===== config.mk =====
export PLATFORM = sky130hd
export DESIGN_NAME = sie_read_ctrl
export DESIGN_NICKNAME = d
export VERILOG_FILES = /design/src/rtl/sie_pkg.sv /design/src/rtl/sie_sync.sv /design/src/rtl/sie_phase_timer.sv /design/src/rtl/sie_accum.sv /design/src/rtl/sie_read_ctrl.sv
export SDC_FILE = /design/constraint.sdc
export NUM_CORES = 1
export LEC_CHECK = 0
export BUFFER_PORTS_ARGS = -buffer_cell sky130_fd_sc_hd__buf_2
export CAP_MARGIN = 20
export CORE_MARGIN = 1.5
export CORE_UTILIZATION = 55
export CTS_CLUSTER_DIAMETER = 60
export DETAILED_ROUTE_END_ITERATION = 10
export GPL_TIMING_DRIVEN = 0
export PLACE_DENSITY_LB_ADDON = 0.05
export SYNTH_ARGS = -nofsm -noshare
export SYNTH_HDL_FRONTEND = slang
export SYNTH_SLANG_ARGS = --single-unit

===== constraint.sdc =====
create_clock -name clk -period 4.5 [get_ports clk]
set_clock_uncertainty 0.2 [all_clocks]
set_input_delay 0.225 -clock clk [delete_from_list [all_inputs] [get_ports clk]]
set_output_delay 0.225 -clock clk [all_outputs]
set_load 0.05 [all_outputs]

===== src/rtl/sie_pkg.sv =====
package sie_pkg;

    typedef enum logic [2:0] {
        ST_IDLE,
        ST_LOAD_LO,
        ST_LOAD_HI,
        ST_PREP,
        ST_CLK_HI,
        ST_CLK_LO,
        ST_FINISH
    } sie_state_e;

endpackage


===== src/rtl/sie_sync.sv =====
module sie_sync #(
    parameter int STAGES = 2
) (
    input  logic clk,
    input  logic rst_n,
    input  logic d_in,
    output logic d_out
);
    logic [STAGES-1:0] chain_q;

    generate
        for (genvar g = 0; g < STAGES; g++) begin : g_stage
            if (g == 0) begin : g_first
                always_ff @(posedge clk or negedge rst_n) begin
                    if (!rst_n) chain_q[0] <= 1'b0;
                    else        chain_q[0] <= d_in;
                end
            end else begin : g_next
                always_ff @(posedge clk or negedge rst_n) begin
                    if (!rst_n) chain_q[g] <= 1'b0;
                    else        chain_q[g] <= chain_q[g-1];
                end
            end
        end
    endgenerate

    assign d_out = chain_q[STAGES-1];

endmodule


===== src/rtl/sie_phase_timer.sv =====
module sie_phase_timer #(
    parameter int CW = 9
) (
    input  logic          clk,
    input  logic          rst_n,
    input  logic          clear,
    input  logic [CW-1:0] limit,
    output logic          phase_end
);
    localparam logic [CW-1:0] STEP = 1;

    logic [CW-1:0] cnt_q;

    always_ff @(posedge clk or negedge rst_n) begin
        if (!rst_n)     cnt_q <= '0;
        else if (clear) cnt_q <= '0;
        else            cnt_q <= cnt_q + STEP;
    end

    assign phase_end = (cnt_q == limit);

    // the phase counter never runs past the latched limit
    p_count_in_range_r2: assert property (@(posedge clk) disable iff (!rst_n)
        cnt_q <= limit);

endmodule


===== src/rtl/sie_accum.sv =====
module sie_accum #(
    parameter int W = 32
) (
    input  logic         clk,
    input  logic         rst_n,
    input  logic         clear,
    input  logic         shift_en,
    input  logic         bit_in,
    input  logic         capture,
    output logic [W-1:0] result
);
    logic [W-1:0] acc_q;

    always_ff @(posedge clk or negedge rst_n) begin
        if (!rst_n)        acc_q <= '0;
        else if (clear)    acc_q <= '0;
        else if (shift_en) acc_q <= {acc_q[W-2:0], bit_in};
    end

    always_ff @(posedge clk or negedge rst_n) begin
        if (!rst_n)       result <= '0;
        else if (capture) result <= acc_q;
    end

    // the reported word only moves on a capture
    p_result_hold_r10: assert property (@(posedge clk) disable iff (!rst_n)
        !capture |=> $stable(result));

endmodule


===== src/rtl/sie_read_ctrl.sv =====
module sie_read_ctrl
    import sie_pkg::*;
#(
    parameter int CNT_W       = 5,
    parameter int PHASE_W     = 8,
    parameter int RES_W       = 32,
    parameter int SYNC_STAGES = 2
) (
    input  logic               clk,
    input  logic               rst_n,
    input  logic               start,
    input  logic [CNT_W-1:0]   bit_count,
    input  logic [PHASE_W-1:0] phase_div,
    input  logic               keep_enable,
    input  logic               ser_in,
    output logic               load_n,
    output logic               shift_clk,
    output logic               enable_n,
    output logic               busy,
    output logic               done,
    output logic [RES_W-1:0]   result
);
    localparam int              TW      = PHASE_W + 1;
    localparam logic [TW-1:0]   LIM_ADD = 1;
    localparam logic [CNT_W-1:0] ONE_BIT = 1;

    sie_state_e        state_q, state_nxt;
    logic [PHASE_W-1:0] div_q;
    logic [CNT_W-1:0]   bits_q;
    logic [TW-1:0]      limit;
    logic               phase_end;
    logic               timer_clear;
    logic               ser_sync;
    logic               take_bit;
    logic               acc_clear;
    logic               capture;
    logic               accept;

    assign accept = (state_q == ST_IDLE) && start && (bit_count != '0);
    assign limit  = {1'b0, div_q} + LIM_ADD;

    sie_sync #(.STAGES(SYNC_STAGES)) u_sync (
        .clk   (clk),
        .rst_n (rst_n),
        .d_in  (ser_in),
        .d_out (ser_sync)
    );

    sie_phase_timer #(.CW(TW)) u_timer (
        .clk       (clk),
        .rst_n     (rst_n),
        .clear     (timer_clear),
        .limit     (limit),
        .phase_end (phase_end)
    );

    sie_accum #(.W(RES_W)) u_accum (
        .clk      (clk),
        .rst_n    (rst_n),
        .clear    (acc_clear),
        .shift_en (take_bit),
        .bit_in   (ser_sync),
        .capture  (capture),
        .result   (result)
    );

    // next-state logic
    always_comb begin
        state_nxt = state_q;
        unique case (state_q)
            ST_IDLE:    if (accept)    state_nxt = ST_LOAD_LO;
            ST_LOAD_LO: if (phase_end) state_nxt = ST_LOAD_HI;
            ST_LOAD_HI: if (phase_end) state_nxt = ST_PREP;
            ST_PREP:    if (phase_end) state_nxt = ST_CLK_HI;
            ST_CLK_HI:  if (phase_end) state_nxt = ST_CLK_LO;
            ST_CLK_LO:  if (phase_end) state_nxt = (bits_q == ONE_BIT) ? ST_FINISH : ST_CLK_HI;
            ST_FINISH:                 state_nxt = ST_IDLE;
            default:                   state_nxt = ST_IDLE;
        endcase
    end

    // state register and latched request fields
    always_ff @(posedge clk or negedge rst_n) begin
        if (!rst_n) begin
            state_q <= ST_IDLE;
            div_q   <= '0;
            bits_q  <= '0;
        end else begin
            state_q <= state_nxt;
            if (accept) begin
                div_q  <= phase_div;
                bits_q <= bit_count;
            end else if (state_q == ST_CLK_LO && phase_end) begin
                bits_q <= bits_q - ONE_BIT;
            end
        end
    end

    // outputs and datapath controls
    always_comb begin
        load_n      = 1'b1;
        shift_clk   = 1'b0;
        enable_n    = 1'b1;
        busy        = 1'b1;
        done        = 1'b0;
        timer_clear = phase_end;
        take_bit    = 1'b0;
        acc_clear   = 1'b0;
        capture     = 1'b0;
        unique case (state_q)
            ST_IDLE: begin
                busy        = 1'b0;
                timer_clear = 1'b1;
                acc_clear   = 1'b1;
            end
            ST_LOAD_LO: load_n = 1'b0;
            ST_LOAD_HI: ;
            ST_PREP: begin
                enable_n = 1'b0;
                take_bit = phase_end;
            end
            ST_CLK_HI: begin
                enable_n  = 1'b0;
                shift_clk = 1'b1;
            end
            ST_CLK_LO: begin
                enable_n = 1'b0;
                take_bit = phase_end && (bits_q != ONE_BIT);
                capture  = phase_end && (bits_q == ONE_BIT);
            end
            ST_FINISH: begin
                done        = 1'b1;
                timer_clear = 1'b1;
            end
            default: busy = 1'b0;
        endcase
        if (keep_enable) enable_n = 1'b0;
    end

    // clocking and loading never overlap
    p_no_clock_in_load_r4: assert property (@(posedge clk) disable iff (!rst_n)
        shift_clk |-> load_n);

    // the device is enabled whenever it is clocked
    p_enabled_when_clocked_r3: assert property (@(posedge clk) disable iff (!rst_n)
        shift_clk |-> !enable_n);

    // every rising clock follows a bit capture
    p_sample_before_rise_r5: assert property (@(posedge clk) disable iff (!rst_n)
        $rose(shift_clk) |-> $past(take_bit));

    // done lasts one cycle and ends the transfer
    p_done_single_r6: assert property (@(posedge clk) disable iff (!rst_n)
        done |=> !done && !busy);

    // a transfer is never cut short by a new start
    p_busy_hold_r7: assert property (@(posedge clk) disable iff (!rst_n)
        busy && !done |=> busy);

endmodule


==> impl_metrics.ini <==
[status]
outcome = completed

[synth]
synth_edf_count = 0
syn-cell-area_sq_um = 4330
synth_top_family_by_area = multiplexers
synth_compound_area_frac = 0.0445
ys_ff_latch = 91
synth_nets = 365
synth-main-ff-cell = dfrtp_1
synth_mux_area_frac = 0.209
yosysSeqAreaShare = 0.526
yosys.area_share.xor_xnor = 0.0416
synth_simple_gate_area_frac = 0.133
syn_area_per_cell_sq_um = 12.6
yosysUniqueCellTypes = 51
ys.warnings.count = 0
synthCells = 343
synth-adder-area-share = 0.0116
ys_async_sr_fraction = 1.00

[finish]
layout_common_cells = dfrtp_1, buf_2, nor2_1
final_common_cell = dfrtp_1
drive_gt1_frac = 0.297
nets = 448
fin_cells = 533
areaGrowthSynthToFinish_pct = 18.3
fin_util = 0.666
fin_area_sq_um = 5120
diodes = 0

[cts]
clockRootBuffer = clkbuf_8
cts.clk_slew.worst_paths_ns = 0.09
cts_tree = built
cts_htree_levels = 3
cts_sinks = 91
cts.path.max_buffers = 2
postCtsSetupBuffers = 0
clkLatencyLatePin_ns = 0.36
ctsResizeCount = 0
cts-hold-fix-buffers = 17
numCtsBuffers = 9

[worst_setup_path]
cp.arrival_ns = 3.22
cp-startpoint = bit_count[1]
r2r-start = div_q[0]
worstPathMaxFanout = 10
critical_path_class = in -> reg
end_kind = register
cp.required_ns = 4.60
start_kind = input pin

[route]
drcViolationCount = 0
routed_wl_um = 7580
route.detailed.wl_per_inst_um = 14.2
drt-initial-drc-count = 76
drtPass1Iterations = 4
detail-route-antenna-nets = 0
via_per_inst = 5.25
dr_total_vias = 2797

[timing]
max_freq_ghz = 0.321
slew_violations = 0
rsz0062_at_grt = false
setup_viol = 0
period_needed_ns = 3.12
tightest_slew_ns = 0.756
hold_violations = 0
relSlewSlack = 0.494
fin_tns_setup_ns = 0
period_share = 0.693

[die]
die_w_um = 91.7
ios = 55
fp.dieH_um = 91.7
initial_core_util = 0.563
dieArea_sq_um = 8410
fp-row-count = 32
core_sq_um = 7690

[grt]
grt_first_pass_wirelength_um = 13100
antenna_found_initial = 0
grt_use_total = 0.198
grt_max_degree = 59
grt_remaining_overflow = 0
grt_pass1_vias = 2824

[pwr]
p_leak_nw = 2.75
peakVddDrop_mv = 0.325
power_density_nw_per_um2 = 431
power.total_mw = 2.21

[flow_run]
max_cap_viol_count = 0

[place]
hpwl_um = 5160
placed_area_sq_um = 4760
place_inst = 500
io_buffers = 54
gp_congestion = 0.771

[hold_path]
hold_class = in -> async
layer usage:
layer	GRT usage	up-vias	share of wire
li1	-	1358	-
met1	0.266	1368	0.50
met2	0.308	57	0.45
met3	0.0348	14	0.031
met4	0.101	0	0.025
met5	0	-	0
logic make-up after synthesis:
kind of cell | Yosys count
adders and majority gates | 4
and+or+nand+nor | 110
muxes | 74
xor gates and xnor gates | 19
DFF | 91
buffers and inverters | 22
AOI/OAI and AO/OA | 23
registers in the layout, summed over array words and instances, names as in the netlist:
signal,count
u_accum.acc_q,32
u_accum.result,32
u_timer.cnt_q,9
div_q,8
bits_q,5
state_q,3
u_sync.chain_q,1
u_sync.d_out,1
synthesized netlist by cell type (2+ instances only):
cell       number  area (sq um)
dfrtp_1        91          2280
nor2_1         52           195
mux2i_1        33           330
mux2_4         30           450
nand2_1        13          48.8
nor3_1          9          45.0
xnor2_1         9          78.8
xor2_1          9          78.8
mux2_2          8          90.1
clkbuf_1        7          26.3
inv_1           7          26.3
nand3_1         7          35.0
a21oi_1         6          30.0
nand4_1         5          31.3
buf_4           4          30.0
ha_1            4          50.1
and3_1          3          18.8
buf_12          3          60.1
mux2_1          3          33.8
o21ai_0         3          15.0
a2111oi_4       2          55.1
and2_1          2          12.5
nand3b_1        2          15.0
nor3_2          2          20.0
nor4_1          2          12.5
o22ai_1         2          12.5
where the power goes:
| group | total, mW | switching [mW] | leakage, nW | internal, mW |
|---|---|---|---|---|
| logic | 0.637 | 0.375 | 1.43 | 0.262 |
| registers | 1.01 | 0.113 | 1.23 | 0.902 |
| clock network | 0.555 | 0.295 | 0.0901 | 0.260 |
| total | 2.21 | 0.782 | 2.75 | 1.42 |
final timing paths:
kind	slack, ns	depth (start not counted)	to
setup / recovery	1.38	8	bits_q[3]
hold / removal	0.15	2	u_accum.result[16]
setup reg to reg	1.39	10	u_accum.result[24]
hold reg to reg	0.16	0	u_sync.d_out
max in group asynchronous	3.33	3	u_accum.result[25]
min in group clk	0.16	0	u_sync.d_out
per-stage QoR:
step / setup slack (ns) / hold slack [ns]
after global routing: 1.22 / 0.174
final: 1.38 / 0.147
after detailed placement: 1.42 / 0.00630
after global placement: 1.43 / 0.133
after CTS: 1.38 / 0.148
after floorplan: 1.63 / -0.271
worst max-delay path, cell delays in order:
cell	delay, ns
dlygate4sd3_1	0.53
buf_2	0.13
or4_1	0.51
o211ai_1	0.63
clkbuf_1	0.43
a32oi_1	0.09
dlygate4sd3_1	0.58
nor2_1	0.09
area by class of cell:
class                           instances  area [sq um]
Clock buffer                           11           131
Clock inverter                          5          62.6
Sequential cell                        91          2280
Inverter                                7          26.3
Tap cell                              102           128
Fill cell                             626          2570
Buffer                                 15           121
Timing Repair Buffer                   72           470
Multi-Input combinational cell        230          1900
(Power assumes the default switching activity.)
